$ cat src/rtl/cfg_pkg.sv
package cfg_pkg;
  localparam int WORD_W  = 23;
  localparam int ADDR_W  = 2;
  localparam int REF_W   = 14;
  localparam int MAIN_W  = 11;
  localparam int SWAL_W  = 7;
  localparam int NLOOP   = 2;
  localparam int NREG    = 2 * NLOOP;
  // bit indices (zero based) inside the shifted word
  localparam int REF_MON_LSB   = ADDR_W;
  localparam int REF_RATIO_LSB = ADDR_W + 2;
  localparam int REF_CP_BIT    = REF_RATIO_LSB + REF_W;
  localparam int FB_LOCK_BIT   = ADDR_W;
  localparam int FB_PRE_BIT    = ADDR_W + 1;
  localparam int FB_POL_BIT    = ADDR_W + 2;
  localparam int FB_SWAL_LSB   = ADDR_W + 3;
  localparam int FB_MAIN_LSB   = FB_SWAL_LSB + SWAL_W;

  typedef logic [WORD_W-1:0] word_t;

  typedef struct packed {
    logic [REF_W-1:0] ratio;
    logic [1:0]       mon_sel;
    logic             cp_hi;
  } ref_cfg_t;

  typedef struct packed {
    logic [MAIN_W-1:0] main_cnt;
    logic [SWAL_W-1:0] swal_cnt;
    logic              lock_sel;
    logic              pre_small;
    logic              pd_pol;
  } fb_cfg_t;

  localparam ref_cfg_t REF_RST = '{ratio: REF_W'(3), mon_sel: 2'b00, cp_hi: 1'b0};
  localparam fb_cfg_t  FB_RST  = '{main_cnt: MAIN_W'(3), swal_cnt: '0,
                                   lock_sel: 1'b0, pre_small: 1'b1, pd_pol: 1'b1};

  function automatic logic [ADDR_W-1:0] cfg_addr(input word_t w);
    return w[ADDR_W-1:0];
  endfunction

  function automatic ref_cfg_t decode_ref(input word_t w);
    ref_cfg_t r;
    r.ratio   = w[REF_RATIO_LSB +: REF_W];
    r.mon_sel = w[REF_MON_LSB +: 2];
    r.cp_hi   = w[REF_CP_BIT];
    return r;
  endfunction

  function automatic fb_cfg_t decode_fb(input word_t w);
    fb_cfg_t f;
    f.main_cnt  = w[FB_MAIN_LSB +: MAIN_W];
    f.swal_cnt  = w[FB_SWAL_LSB +: SWAL_W];
    f.lock_sel  = w[FB_LOCK_BIT];
    f.pre_small = w[FB_PRE_BIT];
    f.pd_pol    = w[FB_POL_BIT];
    return f;
  endfunction
endpackage

$ cat src/rtl/cfg_sync.sv
module cfg_sync #(
  parameter int W      = 3,
  parameter int STAGES = 2
) (
  input  logic         clk,
  input  logic         rst_n,
  input  logic [W-1:0] async_i,
  output logic [W-1:0] sync_o
);
  logic [W-1:0] stg [STAGES];

  for (genvar s = 0; s < STAGES; s++) begin : g_stage
    if (s == 0) begin : g_first
      always_ff @(posedge clk or negedge rst_n)
        if (!rst_n) stg[s] <= '0;
        else        stg[s] <= async_i;
    end else begin : g_next
      always_ff @(posedge clk or negedge rst_n)
        if (!rst_n) stg[s] <= '0;
        else        stg[s] <= stg[s-1];
    end
  end

  assign sync_o = stg[STAGES-1];
endmodule

$ cat src/rtl/cfg_shift_reg.sv
module cfg_shift_reg
  import cfg_pkg::*;
(
  input  logic  clk,
  input  logic  rst_n,
  input  logic  shift_i,
  input  logic  bit_i,
  output word_t word_o
);
  always_ff @(posedge clk or negedge rst_n)
    if (!rst_n)       word_o <= '0;
    else if (shift_i) word_o <= {word_o[WORD_W-2:0], bit_i};
endmodule

$ cat src/rtl/cfg_hold_bank.sv
module cfg_hold_bank
  import cfg_pkg::*;
(
  input  logic            clk,
  input  logic            rst_n,
  input  logic            load_i,
  input  word_t           word_i,
  output logic [NREG-1:0] wr_en_o,
  output ref_cfg_t        ref_o [NLOOP],
  output fb_cfg_t         fb_o  [NLOOP]
);
  logic [ADDR_W-1:0] addr;
  assign addr = cfg_addr(word_i);

  for (genvar g = 0; g < NLOOP; g++) begin : g_loop
    assign wr_en_o[g]         = load_i && (addr == ADDR_W'(g));
    assign wr_en_o[NLOOP + g] = load_i && (addr == ADDR_W'(NLOOP + g));

    always_ff @(posedge clk or negedge rst_n)
      if (!rst_n)          ref_o[g] <= REF_RST;
      else if (wr_en_o[g]) ref_o[g] <= decode_ref(word_i);

    always_ff @(posedge clk or negedge rst_n)
      if (!rst_n)                  fb_o[g] <= FB_RST;
      else if (wr_en_o[NLOOP + g]) fb_o[g] <= decode_fb(word_i);
  end
endmodule

$ cat src/rtl/syn_cfg_loader.sv
module syn_cfg_loader
  import cfg_pkg::*;
#(
  parameter int SYNC_STAGES = 2
) (
  input  logic              clk,
  input  logic              rst_n,
  input  logic              ser_clk_i,
  input  logic              ser_dat_i,
  input  logic              ser_le_i,
  output logic [REF_W-1:0]  lo_ref_div_o,
  output logic [1:0]        lo_mon_sel_o,
  output logic              lo_cp_hi_o,
  output logic [REF_W-1:0]  hi_ref_div_o,
  output logic [1:0]        hi_mon_sel_o,
  output logic              hi_cp_hi_o,
  output logic [MAIN_W-1:0] lo_fb_main_o,
  output logic [SWAL_W-1:0] lo_fb_swal_o,
  output logic              lo_lock_sel_o,
  output logic              lo_pre_small_o,
  output logic              lo_pd_pol_o,
  output logic [MAIN_W-1:0] hi_fb_main_o,
  output logic [SWAL_W-1:0] hi_fb_swal_o,
  output logic              hi_lock_sel_o,
  output logic              hi_pre_small_o,
  output logic              hi_pd_pol_o
);
  localparam int LO = 0;
  localparam int HI = 1;

  logic [2:0]      sync_q;
  logic            clk_prev, le_prev;
  logic            dat_s, shift_evt, load_evt;
  word_t           sreg;
  logic [NREG-1:0] wr_en;
  ref_cfg_t        ref_q [NLOOP];
  fb_cfg_t         fb_q  [NLOOP];

  cfg_sync #(.W(3), .STAGES(SYNC_STAGES)) u_sync (
    .clk     (clk),
    .rst_n   (rst_n),
    .async_i ({ser_le_i, ser_clk_i, ser_dat_i}),
    .sync_o  (sync_q)
  );

  always_ff @(posedge clk or negedge rst_n)
    if (!rst_n) begin
      clk_prev <= 1'b0;
      le_prev  <= 1'b0;
    end else begin
      clk_prev <= sync_q[1];
      le_prev  <= sync_q[2];
    end

  assign dat_s     = sync_q[0];
  assign shift_evt = sync_q[1] & ~clk_prev;
  assign load_evt  = sync_q[2] & ~le_prev;

  cfg_shift_reg u_shift (
    .clk     (clk),
    .rst_n   (rst_n),
    .shift_i (shift_evt),
    .bit_i   (dat_s),
    .word_o  (sreg)
  );

  cfg_hold_bank u_bank (
    .clk     (clk),
    .rst_n   (rst_n),
    .load_i  (load_evt),
    .word_i  (sreg),
    .wr_en_o (wr_en),
    .ref_o   (ref_q),
    .fb_o    (fb_q)
  );

  assign lo_ref_div_o   = ref_q[LO].ratio;
  assign lo_mon_sel_o   = ref_q[LO].mon_sel;
  assign lo_cp_hi_o     = ref_q[LO].cp_hi;
  assign hi_ref_div_o   = ref_q[HI].ratio;
  assign hi_mon_sel_o   = ref_q[HI].mon_sel;
  assign hi_cp_hi_o     = ref_q[HI].cp_hi;
  assign lo_fb_main_o   = fb_q[LO].main_cnt;
  assign lo_fb_swal_o   = fb_q[LO].swal_cnt;
  assign lo_lock_sel_o  = fb_q[LO].lock_sel;
  assign lo_pre_small_o = fb_q[LO].pre_small;
  assign lo_pd_pol_o    = fb_q[LO].pd_pol;
  assign hi_fb_main_o   = fb_q[HI].main_cnt;
  assign hi_fb_swal_o   = fb_q[HI].swal_cnt;
  assign hi_lock_sel_o  = fb_q[HI].lock_sel;
  assign hi_pre_small_o = fb_q[HI].pre_small;
  assign hi_pd_pol_o    = fb_q[HI].pd_pol;
endmodule

$ cat config.mk
export PLATFORM = sky130hd
export DESIGN_NAME = syn_cfg_loader
export DESIGN_NICKNAME = d
export VERILOG_FILES = /design/src/rtl/cfg_pkg.sv /design/src/rtl/cfg_sync.sv /design/src/rtl/cfg_shift_reg.sv /design/src/rtl/cfg_hold_bank.sv /design/src/rtl/syn_cfg_loader.sv
export SDC_FILE = /design/constraint.sdc
export NUM_CORES = 1
export LEC_CHECK = 0
export ABC_CLOCK_PERIOD_IN_PS = 2700
export BUFFER_PORTS_ARGS = -buffer_cell sky130_fd_sc_hd__buf_2
export CAP_MARGIN = 20
export CORE_MARGIN = 4
export CORE_UTILIZATION = 50
export CTS_CLUSTER_SIZE = 8
export DETAILED_ROUTE_END_ITERATION = 12
export PLACE_DENSITY = 0.76
export SLEW_MARGIN = 5
export SYNTH_ARGS = -nofsm -noshare
export SYNTH_HDL_FRONTEND = slang
export SYNTH_SLANG_ARGS = --single-unit
export TNS_END_PERCENT = 50
$ cat constraint.sdc
create_clock -name clk -period 2.7 [get_ports clk]
set_clock_uncertainty 0.1 [all_clocks]
set_input_delay 0.54 -clock clk [delete_from_list [all_inputs] [get_ports clk]]
set_output_delay 0.54 -clock clk [all_outputs]
set_load 0.02 [all_outputs]
-- Yosys cells after proc, flatten, opt, wreduce, memory -nomap -nowiden
Cells that the tools add are included.
- add/subtract/negate cells: 0
- $mul: 0
- div/mod/pow operators: 0
- order comparisons: 0
- equality and inequality tests: 3
- shift-type cells: 0
- muxes and demuxes: 0
- bitwise operators: 4
- reductions and logical operators: 5
- operators by type and width (cell ; number):
    $eq A2 B2 Y1 const B ; 2
    $logic_and A1 B1 Y1 ; 4
    $and A1 B1 Y1 ; 2
    $eq A2 B1 Y1 const B ; 1
    $logic_not A2 Y1 ; 1
    $not A1 Y1 ; 2
- register bits: 107
- bits in latches: 0
- bits in writable memories: 0
- memory bits (read-only): 0
- input bits: 5
- output and inout port bits: 76
- word-level logic and storage cells: 33
- memories kept: 0

-- Logic depth before layout (Yosys ltp)
Gate-level depths: netlist of run 1.
- word-level depth: 3
- mapped depth: 4
- depth with buffers taken out: 2

-- By module
From an unflattened synthesis of run 1, not the netlist that was laid out.
- cells, all modules: 227
- area total of the unflattened synthesis: 3988.8 sq um
- modules (own cells, without submodules) (module ; times used ; cells each ; area an instance (sq um) ; sequential area each (sq um)):
    cfg_hold_bank ; 1 ; 166 ; 2881.5 ; 1916.8
    cfg_shift_reg ; 1 ; 48 ; 857.1 ; 575.6
    cfg_sync ; 1 ; 9 ; 172.7 ; 150.1
    syn_cfg_loader ; 1 ; 4 ; 77.6 ; 50.0

-- Worst setup path before layout of run 1
OpenSTA, ideal clock, no wires.
- path type: register to register
- start point: register u_shift.word_o[0]
- end point: register u_bank.ref_o[18] in the netlist's numbering
- library setup time: 0.125 ns
- arrival time: 1.432 ns
- required time: 2.475 ns
- path slack: 1.044 ns
- stages on the path, launching flop included: 4
- buffers on the path: 1
- clock period less this slack: 1.656 ns
- cell sequence: dfrtp_1 -> nor4b_4 -> buf_6 -> mux2_2
- longest elaborated chain between the ends: 2
- RTL lines (item ; line ; source):
    from (decl) ; cfg_shift_reg.sv:8 ; output word_t word_o
    from (signal assigned) ; cfg_shift_reg.sv:12 ; else if (shift_i) word_o <= {word_o[WORD_W-2:0], bit_i};
    $logic_not A2 Y1 ; cfg_hold_bank.sv:16 ; assign wr_en_o[g] = load_i && (addr == ADDR_W'(g));
    $logic_and A1 B1 Y1 ; cfg_hold_bank.sv:16 ;
    to (signal, indexed assignment) ; cfg_hold_bank.sv:21 ; else if (wr_en_o[g]) ref_o[g] <= decode_ref(word_i);
    to (decl) ; cfg_hold_bank.sv:9 ; output ref_cfg_t ref_o [NLOOP],
Every way passes these cells.
A chain may end at the register's enable or synchronous reset.

-- Worst setup path in the final report of run 1
- start point: register u_shift.word_o[0]
- end point: register u_bank.ref_o[33] in the netlist's numbering
Same word-level chain as after synthesis.

==> results of run 1 <==
## worst paths after layout
kind	start	cells after the start	slack, ps	end
worst max-delay path	u_shift.word_o[0]$_DFFE_PN0P_	3	780	u_bank.ref_o[33]$_DFFE_PN0P_
worst min-delay path	rst_n	1	110	u_bank.ref_o[28]$_DFFE_PN0P_
worst max register to register	u_shift.word_o[0]$_DFFE_PN0P_	3	780	u_bank.ref_o[33]$_DFFE_PN0P_
worst min register to register	u_sync.stg[4]$_DFF_PN0_	0	260	u_sync.sync_o[1]$_DFF_PN0_
max in group asynchronous	rst_n	2	1730	u_sync.stg[3]$_DFF_PN0_
min in group clk	ser_clk_i	1	180	u_sync.stg[4]$_DFF_PN0_
## critical path, stage by stage (launching register included)
cell	delay, ps
dfrtp_1	450
nor4b_4	550
buf_4	340
mux2_2	370
## through the flow
stage | total power, mW | hold slack, ps | setup slack (ps)
floorplan | 3.26 | 144 | 1040
global placement | 3.74 | 234 | 798
detailed placement | 3.80 | 237 | 766
CTS | 4.70 | 140 | 762
global route | 4.90 | 158 | 694
finish | 4.63 | 115 | 782
## layout make-up
cell class | instances | area (sq um)
timing repair buffer | 87 | 468
tap | 102 | 128
sequential | 107 | 2690
clock buffer | 10 | 138
fill | 628 | 3030
clock inverter | 6 | 50.0
multi-input combinational | 104 | 1180
## cell usage after synthesis
cell type and count:
and4bb_2 2, buf_2 6, buf_6 3, clkbuf_1 1, dfrtp_1 95, dfstp_2 12
mux2_2 99, nand4b_1 1, nor2b_1 1, nor4b_4 1
## per-layer routing
metal,share of wire (%),track usage [%],up-vias
met5,0,0,-
met4,1.2,5.51,0
met3,4.7,4.54,8
met2,50,25.8,49
met1,44,22.5,1116
li1,-,-,956
## registers in the layout (all words and copies together), names as in the netlist
name and count:
clk_prev 1, le_prev 1, u_bank.fb_o 42, u_bank.ref_o 34
u_shift.word_o 23, u_sync.stg 3, u_sync.sync_o 3
## cells by family after synthesis
family	synth area share (%)
DFF	68.4
muxes	28.3
buffers and inverters	1.72
and+or+nand+nor	1.62
## power by group through the flow
stage               registers [mW]  logic [mW]  clock network [mW]
floorplan                     2.79       0.462                   0
global placement              2.44        1.30                   0
detailed placement            2.46        1.34                   0
CTS                           2.42        1.34               0.933
global route                  2.49        1.40                1.00
finish                        2.41        1.31               0.903
==> reports/results.tsv, run 1 <==
metric	value	unit
yosysTopAreaCell	dfrtp_1	
hold_class	in -> async	
portBuffers	80	
syn2layout_area_growth	18.2	%
vias	2129	
routedWlPerCell	17.3	microns
pwr_density_cell	995	nW/um^2
yosysTopAreaCellShare	60.4	%
cts_made_buffers	9	
cts_htree_levels	3	
critPathKind	reg -> reg	
mappedNetlistArea	3940	sq um
placeableCoreArea	7690	sq um
min_period	1920	ps
fin_crit_sh	71.0	%
postCtsSetupBuffers	0	
antenna_found_initial	0	
die_x	96.8	microns
dieHeight	96.8	microns
drt_iter0_drc	52	
p_int	3.05	mW
holdBufCountCts	0	
seq_area_frac_synth	68.4	%
tns	0	ps
hold_viol	0	
cp.arrival	2060	ps
post-dp-hpwl	4870	microns
insertion_delay	360	ps
synth_cells	221	
io_pins	81	
ctsRootBufferMaster	clkbuf_8	
ys_ff_latch	107	
grt_pass1_wl	12300	microns
final_cell_mix	mux2_2, dfrtp_1, buf_2, dfstp_2, clkbuf_8	
rows	32	
rsz0062_at_grt	false	
cap_violations	0	
crit_fanout	12	
diodes	0	
ant_nets	0	
post_cts_resized	0	
cts_tree	done	
slew_headroom	52.1	%
seqPwrFrac	52.1	%
report.final.setup_viol	0	
die-area	9360	sq um
postPlaceCellArea	4470	sq um
comb_power_share	28.4	%
cp-start-kind	flip-flop	
dr.pass1.iters	4	
place_inst	400	
path_clk_slew	100	ps
max-vdd-ir-drop	0.434	mV
post-route-drc-count	0	
postLayoutCoreUtil	60.6	%
final_cells	416	
grt_pass1_vias	2316	
vias_per_cell	5.12	
p_sw_share	34.1	%
syn-num-nets	226	
cts.sinks	107	
clock_power_share	19.5	%
wl	7220	microns
slew_violations	0	
syn_area_per_cell	17.8	sq um
final_common_cell	mux2_2	
yosysWarnings	0	
end_kind	flip-flop	
grtUsageTotal	16.5	%
grt-ovfl-total	0	
tightest_slew	718	ps
yosysUniqueCellTypes	10	
drive_gt1_share	69.4	%
clockBufferDepth	2	
power_leakage	2.40	nW
final_cell_area	4660	sq um
cp_data_required_time	2850	ps
p_switching	1.58	mW
outcome	completed	
grt_max_degree	58	
start_util	51.2	%
nets	314	
synth_area_leaders	dfrtp_1, mux2_2, dfstp_2	
max_freq	0.521	GHz
place_congestion	0.665	
(Power assumes the default switching activity.)
==> run 2: changes to the inputs <==
Settings changed: ABC_AREA from default to 1, ABC_CLOCK_PERIOD_IN_PS 2700 to 1800, PLACE_DENSITY 0.76 to 0.75.
Clock period 2.7 ns to 1.8 ns, I/O delays scaled along.
==> reports/results.tsv, run 2 <==
metric	value	unit
outcome	completed	
syn2layout_area_growth	19.1	%
hold_depth	0	
max_freq	0.641	GHz
regMostFlops	u_bank.fb_o	
portBuffers	80	
ys.flop_type	dfrtp_1	
critPathMaxStageDelay	570	ps
vias	3303	
path_clk_slew	100	ps
hold_class	reg -> reg	
crit_path_top_delay_cell	dfstp_2	
final_common_cell	nand2_1	
fin_crit_sh	86.6	%
grt_pass1_vias	3241	
die_x	98.5	microns
place_congestion	0.765	
routedWlPerCell	15.1	microns
tns	0	ps
tightest_slew	552	ps
cts.sinks	107	
synth-async-reset-ratio	100	%
rsz0062_at_grt	false	
mappedNetlistArea	4090	sq um
placeableCoreArea	7850	sq um
largest_reg_flops	42	
insertion_delay	370	ps
synth_edf_count	0	
dr.pass1.iters	5	
cp_data_required_time	1340	ps
seq_area_frac_synth	65.8	%
yosysMostFrequentCell	nand2_1	
nets	531	
grt_max_degree	108	
clockBufferDepth	2	
post-route-drc-count	0	
grtUsageTotal	20.9	%
cp_top_family	flip-flops	
hold_viol	0	
syn_area_per_cell	9.28	sq um
area.sequential	2690	sq um
reg2reg_depth	4	
io_pins	81	
vias_per_cell	5.22	
ctsRootBufferMaster	clkbuf_8	
drive_gt1_share	24.5	%
path_depth	1	
diodes	0	
postLayoutCoreUtil	62.1	%
start_util	52.2	%
ys_ff_latch	107	
ant_nets	0	
yosysTopAreaCellShare	58.1	%
nFillCells	693	
cp-start-kind	flip-flop	
yosysUniqueCellTypes	14	
rows	32	
dieHeight	98.5	microns
worst_slack	241	ps
synth_cells	441	
syn-num-nets	446	
wl	9530	microns
grt-ovfl-total	0	
post-dp-hpwl	6370	microns
cts_made_buffers	9	
drt_iter0_drc	224	
synth_area_leaders	dfrtp_1, nand2_1, nand3_1	
antenna_found_initial	0	
cap_violations	0	
yosysTopAreaCell	dfrtp_1	
place_ws	130	ps
report.final.setup_viol	0	
end_kind	output port	
crit_fanout	2	
max-vdd-ir-drop	0.570	mV
slew_headroom	63.2	%
critPathBufInv	1	
postCtsSetupBuffers	0	
die-area	9700	sq um
critPathKind	reg -> out	
crit_chain	buf_2	
min_period	1560	ps
yosysWarnings	0	
power_leakage	2.84	nW
pwr_density_cell	1400	nW/um^2
cts_htree_levels	3	
final_cell_mix	nand2_1, dfrtp_1, buf_2, nand3_1, buf_4	
multi_input_area	1270	sq um
cts_tree	done	
grt_pass1_wl	16300	microns
top_regs	u_bank.fb_o (42), u_bank.ref_o (34), u_shift.word_o (23)	
synth.top_cells.by_count	nand2_1, dfrtp_1, nand3_1, buf_2, dfstp_2	
slew_violations	0	
cp.arrival	1100	ps
==> run 2: cell types whose count changed in the layout (fill, tap and decap cells not counted), sizes merged, moves of 2 or more <==
| cell | previous run | this run |
|---|---|---|
| a21oi | 0 | 2 |
| dlygate4sd3 | 0 | 4 |
| nand2 | 0 | 219 |
| buf | 87 | 93 |
| o21ai | 0 | 3 |
| nand3 | 0 | 73 |
| nor2 | 0 | 7 |
| inv | 1 | 9 |
| mux2 | 99 | 0 |
| and4bb | 2 | 0 |
| clkinvlp | 2 | 0 |
==> run 2: layout make-up <==
cell class,instances,area share (%)
multi-input combinational,304,26.0
clock inverter,6,1.44
timing repair buffer,97,11.3
tap,102,2.62
clock buffer,10,2.82
inverter,7,0.539
sequential,107,55.3
==> run 2: kinds of logic (layout without fill, tap and decap cells) <==
kind of cell           after synthesis  in the layout  share of synthesized area (%)
and+or+nand+nor                    299            299                           30.3
DFF                                107            107                           65.8
AOI/OAI and AO/OA                    5              5                          0.611
buffers and inverters               30            120                           3.33
==> run 2: final timing paths <==
check	from	to	slack [ps]
min	u_sync.stg[4]$_DFF_PN0_	u_sync.sync_o[1]$_DFF_PN0_	270
min reg2reg	u_sync.stg[4]$_DFF_PN0_	u_sync.sync_o[1]$_DFF_PN0_	270
max in group asynchronous	rst_n	u_bank.fb_o[20]$_DFFE_PN0P_	690
max	u_bank.fb_o[22]$_DFFE_PN1P_	lo_pre_small_o	240
min in group asynchronous	rst_n	u_bank.fb_o[4]$_DFFE_PN0P_	490
max reg2reg	le_prev$_DFF_PN0_	u_bank.fb_o[27]$_DFFE_PN0P_	350
==> run 2: report_power, final <==
group	leakage [nW]	switching (mW)	internal [mW]	total [mW]
sequential	1.38	0.458	3.02	3.48
clock	0.107	0.822	0.694	1.52
combinational	1.35	1.22	0.587	1.81
total	2.84	2.50	4.30	6.80
==> run 2: through the flow <==
step	total power [mW]	hold WS (ps)	area, sq um	instances
after floorplan	4.55	-35.6	4090	441
after global placement	5.29	233	4620	613
after detailed placement	5.34	241	4620	613
after CTS	6.85	264	4870	633
after global routing	7.21	278	4870	633
final	6.80	265	4870	633
==> run 2: metal layers <==
layer  GRT usage (%)  vias to the layer above  share of wire [%]
met5               0                        -                  0
li1                -                     1557                  -
met4            6.51                        0                1.2
met2            32.0                      113                 47
met1            29.8                     1622                 45
met3            5.02                       11                6.7
==> run 2: what timing repair did <==
item                                   4_1_cts  5_1_grt
hold buffers                                 4        0
gates resized for setup                      0        1
endpoints found under the hold margin       98        0
setup endpoints to repair                    0       15
==> run 3: changes to the inputs <==
Settings changed: ABC_AREA 1 to default, PLACE_DENSITY 0.75 to 0.76.
==> reports/results.tsv, run 3 (synthesized netlist as in run 1, its figures left out) <==
metric	value	unit
outcome	completed	
crit_path_start	u_shift.word_o[0]$_DFFE_PN0P_	
largest_reg_flops	42	
grtUsageTotal	16.9	%
portBuffers	80	
holdBufCountCts	4	
hold_class	reg -> reg	
fin_crit_sh	89.0	%
syn2layout_area_growth	21.0	%
placeableCoreArea	7690	sq um
ant_nets	0	
vias	2162	
regMostFlops	u_bank.fb_o	
critPathKind	reg -> reg	
area.sequential	2690	sq um
cts_made_buffers	9	
drive_gt1_share	68.7	%
grt_max_degree	47	
end_kind	flip-flop	
holdPathEnd	u_sync.sync_o[1]$_DFF_PN0_	
place_congestion	0.697	
reg2reg_depth	3	
max_freq	0.624	GHz
rr_endpoint	u_bank.fb_o[37]$_DFFE_PN0P_	
path_clk_slew	90	ps
vias_per_cell	5.09	
die_x	96.8	microns
multi_input_area	1180	sq um
top_layer	met4	
final_common_cell	mux2_2	
die-area	9360	sq um
hold_viol	0	
dr.pass1.iters	4	
nets	323	
rows	32	
wl_met1	3180	microns
post-route-drc-count	0	
cp-start-kind	flip-flop	
crit_path_top_delay_cell	dfrtp_1	
comb_power_share	28.2	%
dieHeight	96.8	microns
report.final.setup_viol	0	
crit_fanout	13	
power_leakage	2.46	nW
min_from	u_sync.stg[4]$_DFF_PN0_	
min_period	1600	ps
cap_violations	0	
cts_tree	done	
final_cell_mix	mux2_2, dfrtp_1, buf_2, dfstp_2, buf_4	
wl_met2	3610	microns
postCtsSetupBuffers	0	
postLayoutCoreUtil	62.0	%
p_sw_share	33.4	%
cts.sinks	107	
cts_htree_levels	3	
diodes	0	
antenna_found_initial	0	
p_int	4.69	mW
critPathBufInv	1	
cp.arrival	1750	ps
wl_met3	370	microns
drt_iter0_drc	68	
hold_depth	0	
nFillCells	601	
grt_pass1_vias	2395	
cp_top_family	flip-flops	
slew_headroom	75.8	%
p_switching	2.35	mW
total_power	7.04	mW
critPathMaxStageDelay	460	ps
clock_power_share	20.1	%
pwr_density_cell	1480	nW/um^2
seqPwrFrac	51.6	%
start_util	51.2	%
slew_violations	0	
r2r_start	u_shift.word_o[0]$_DFFE_PN0P_	
routedWlPerCell	17.1	microns
tns	0	ps
clockBufferDepth	2	
tightest_slew	363	ps
insertion_delay	360	ps
ctsRootBufferMaster	clkbuf_8	
top_regs	u_bank.fb_o (42), u_bank.ref_o (34), u_shift.word_o (23)	
grt-ovfl-total	0	
wl	7270	microns
max-vdd-ir-drop	0.601	mV
rsz0062_at_grt	false	
post-dp-hpwl	5060	microns
cp_data_required_time	1950	ps
rrSetupSlack	200	ps
crit_chain	and4bb_2 -> buf_4 -> mux2_2	
post_cts_resized	0	
grt_pass1_wl	12600	microns
io_pins	81	
-- run 3: cell type report --
type                            instances  area share, %
Clock buffer                           10           2.68
Tap cell                              102           2.68
Sequential cell                       107           56.5
Multi-Input combinational cell        104           24.8
Clock inverter                          6           1.37
Timing Repair Buffer                   96           12.0
-- run 3: worst max path at each step --
stage                                    to  slack, ps  cells past startpoint
2_1_floorplan  u_bank.ref_o[18]$_DFFE_PN0P_        140                      3
3_3_place_gp   u_bank.ref_o[28]$_DFFE_PN0P_        270                      3
3_5_place_dp   u_bank.ref_o[19]$_DFFE_PN0P_        210                      3
4_1_cts         u_bank.fb_o[30]$_DFFE_PN0P_        190                      3
5_1_grt        u_bank.ref_o[29]$_DFFE_PN0P_        130                      3
6_report        u_bank.fb_o[37]$_DFFE_PN0P_        200                      3
-- run 3: power by group through the flow --
stage	Sequential, mW	Clock (mW)	Combinational, mW
floorplan	4.19	0	0.693
global placement	3.66	0	1.97
detailed placement	3.70	0	2.01
CTS	3.65	1.48	2.03
global route	3.75	1.57	2.14
finish	3.64	1.42	1.99
-- run 3: per-stage QoR --
step | cells | hold WS (ps) | worst slack, ps | area, sq um
2_1_floorplan | 221 | -35.6 | 144 | 3940
3_3_place_gp | 405 | 198 | 266 | 4530
3_5_place_dp | 405 | 202 | 211 | 4530
4_1_cts | 425 | 267 | 189 | 4760
5_1_grt | 425 | 276 | 132 | 4760
6_report | 425 | 261 | 199 | 4760
-- run 3: routing by layer --
| metal | vias to the layer above | global-route usage, % |
|---|---|---|
| met3 | 13 | 5.48 |
| met4 | 0 | 6.37 |
| met1 | 1127 | 21.9 |
| met2 | 51 | 26.8 |
| li1 | 971 | - |
| met5 | - | 0 |
-- run 3: worst register-to-register path: stages (launching register included) --
cell,delay [ps]
dfrtp_1,460
and4bb_2,340
buf_4,230
mux2_2,360
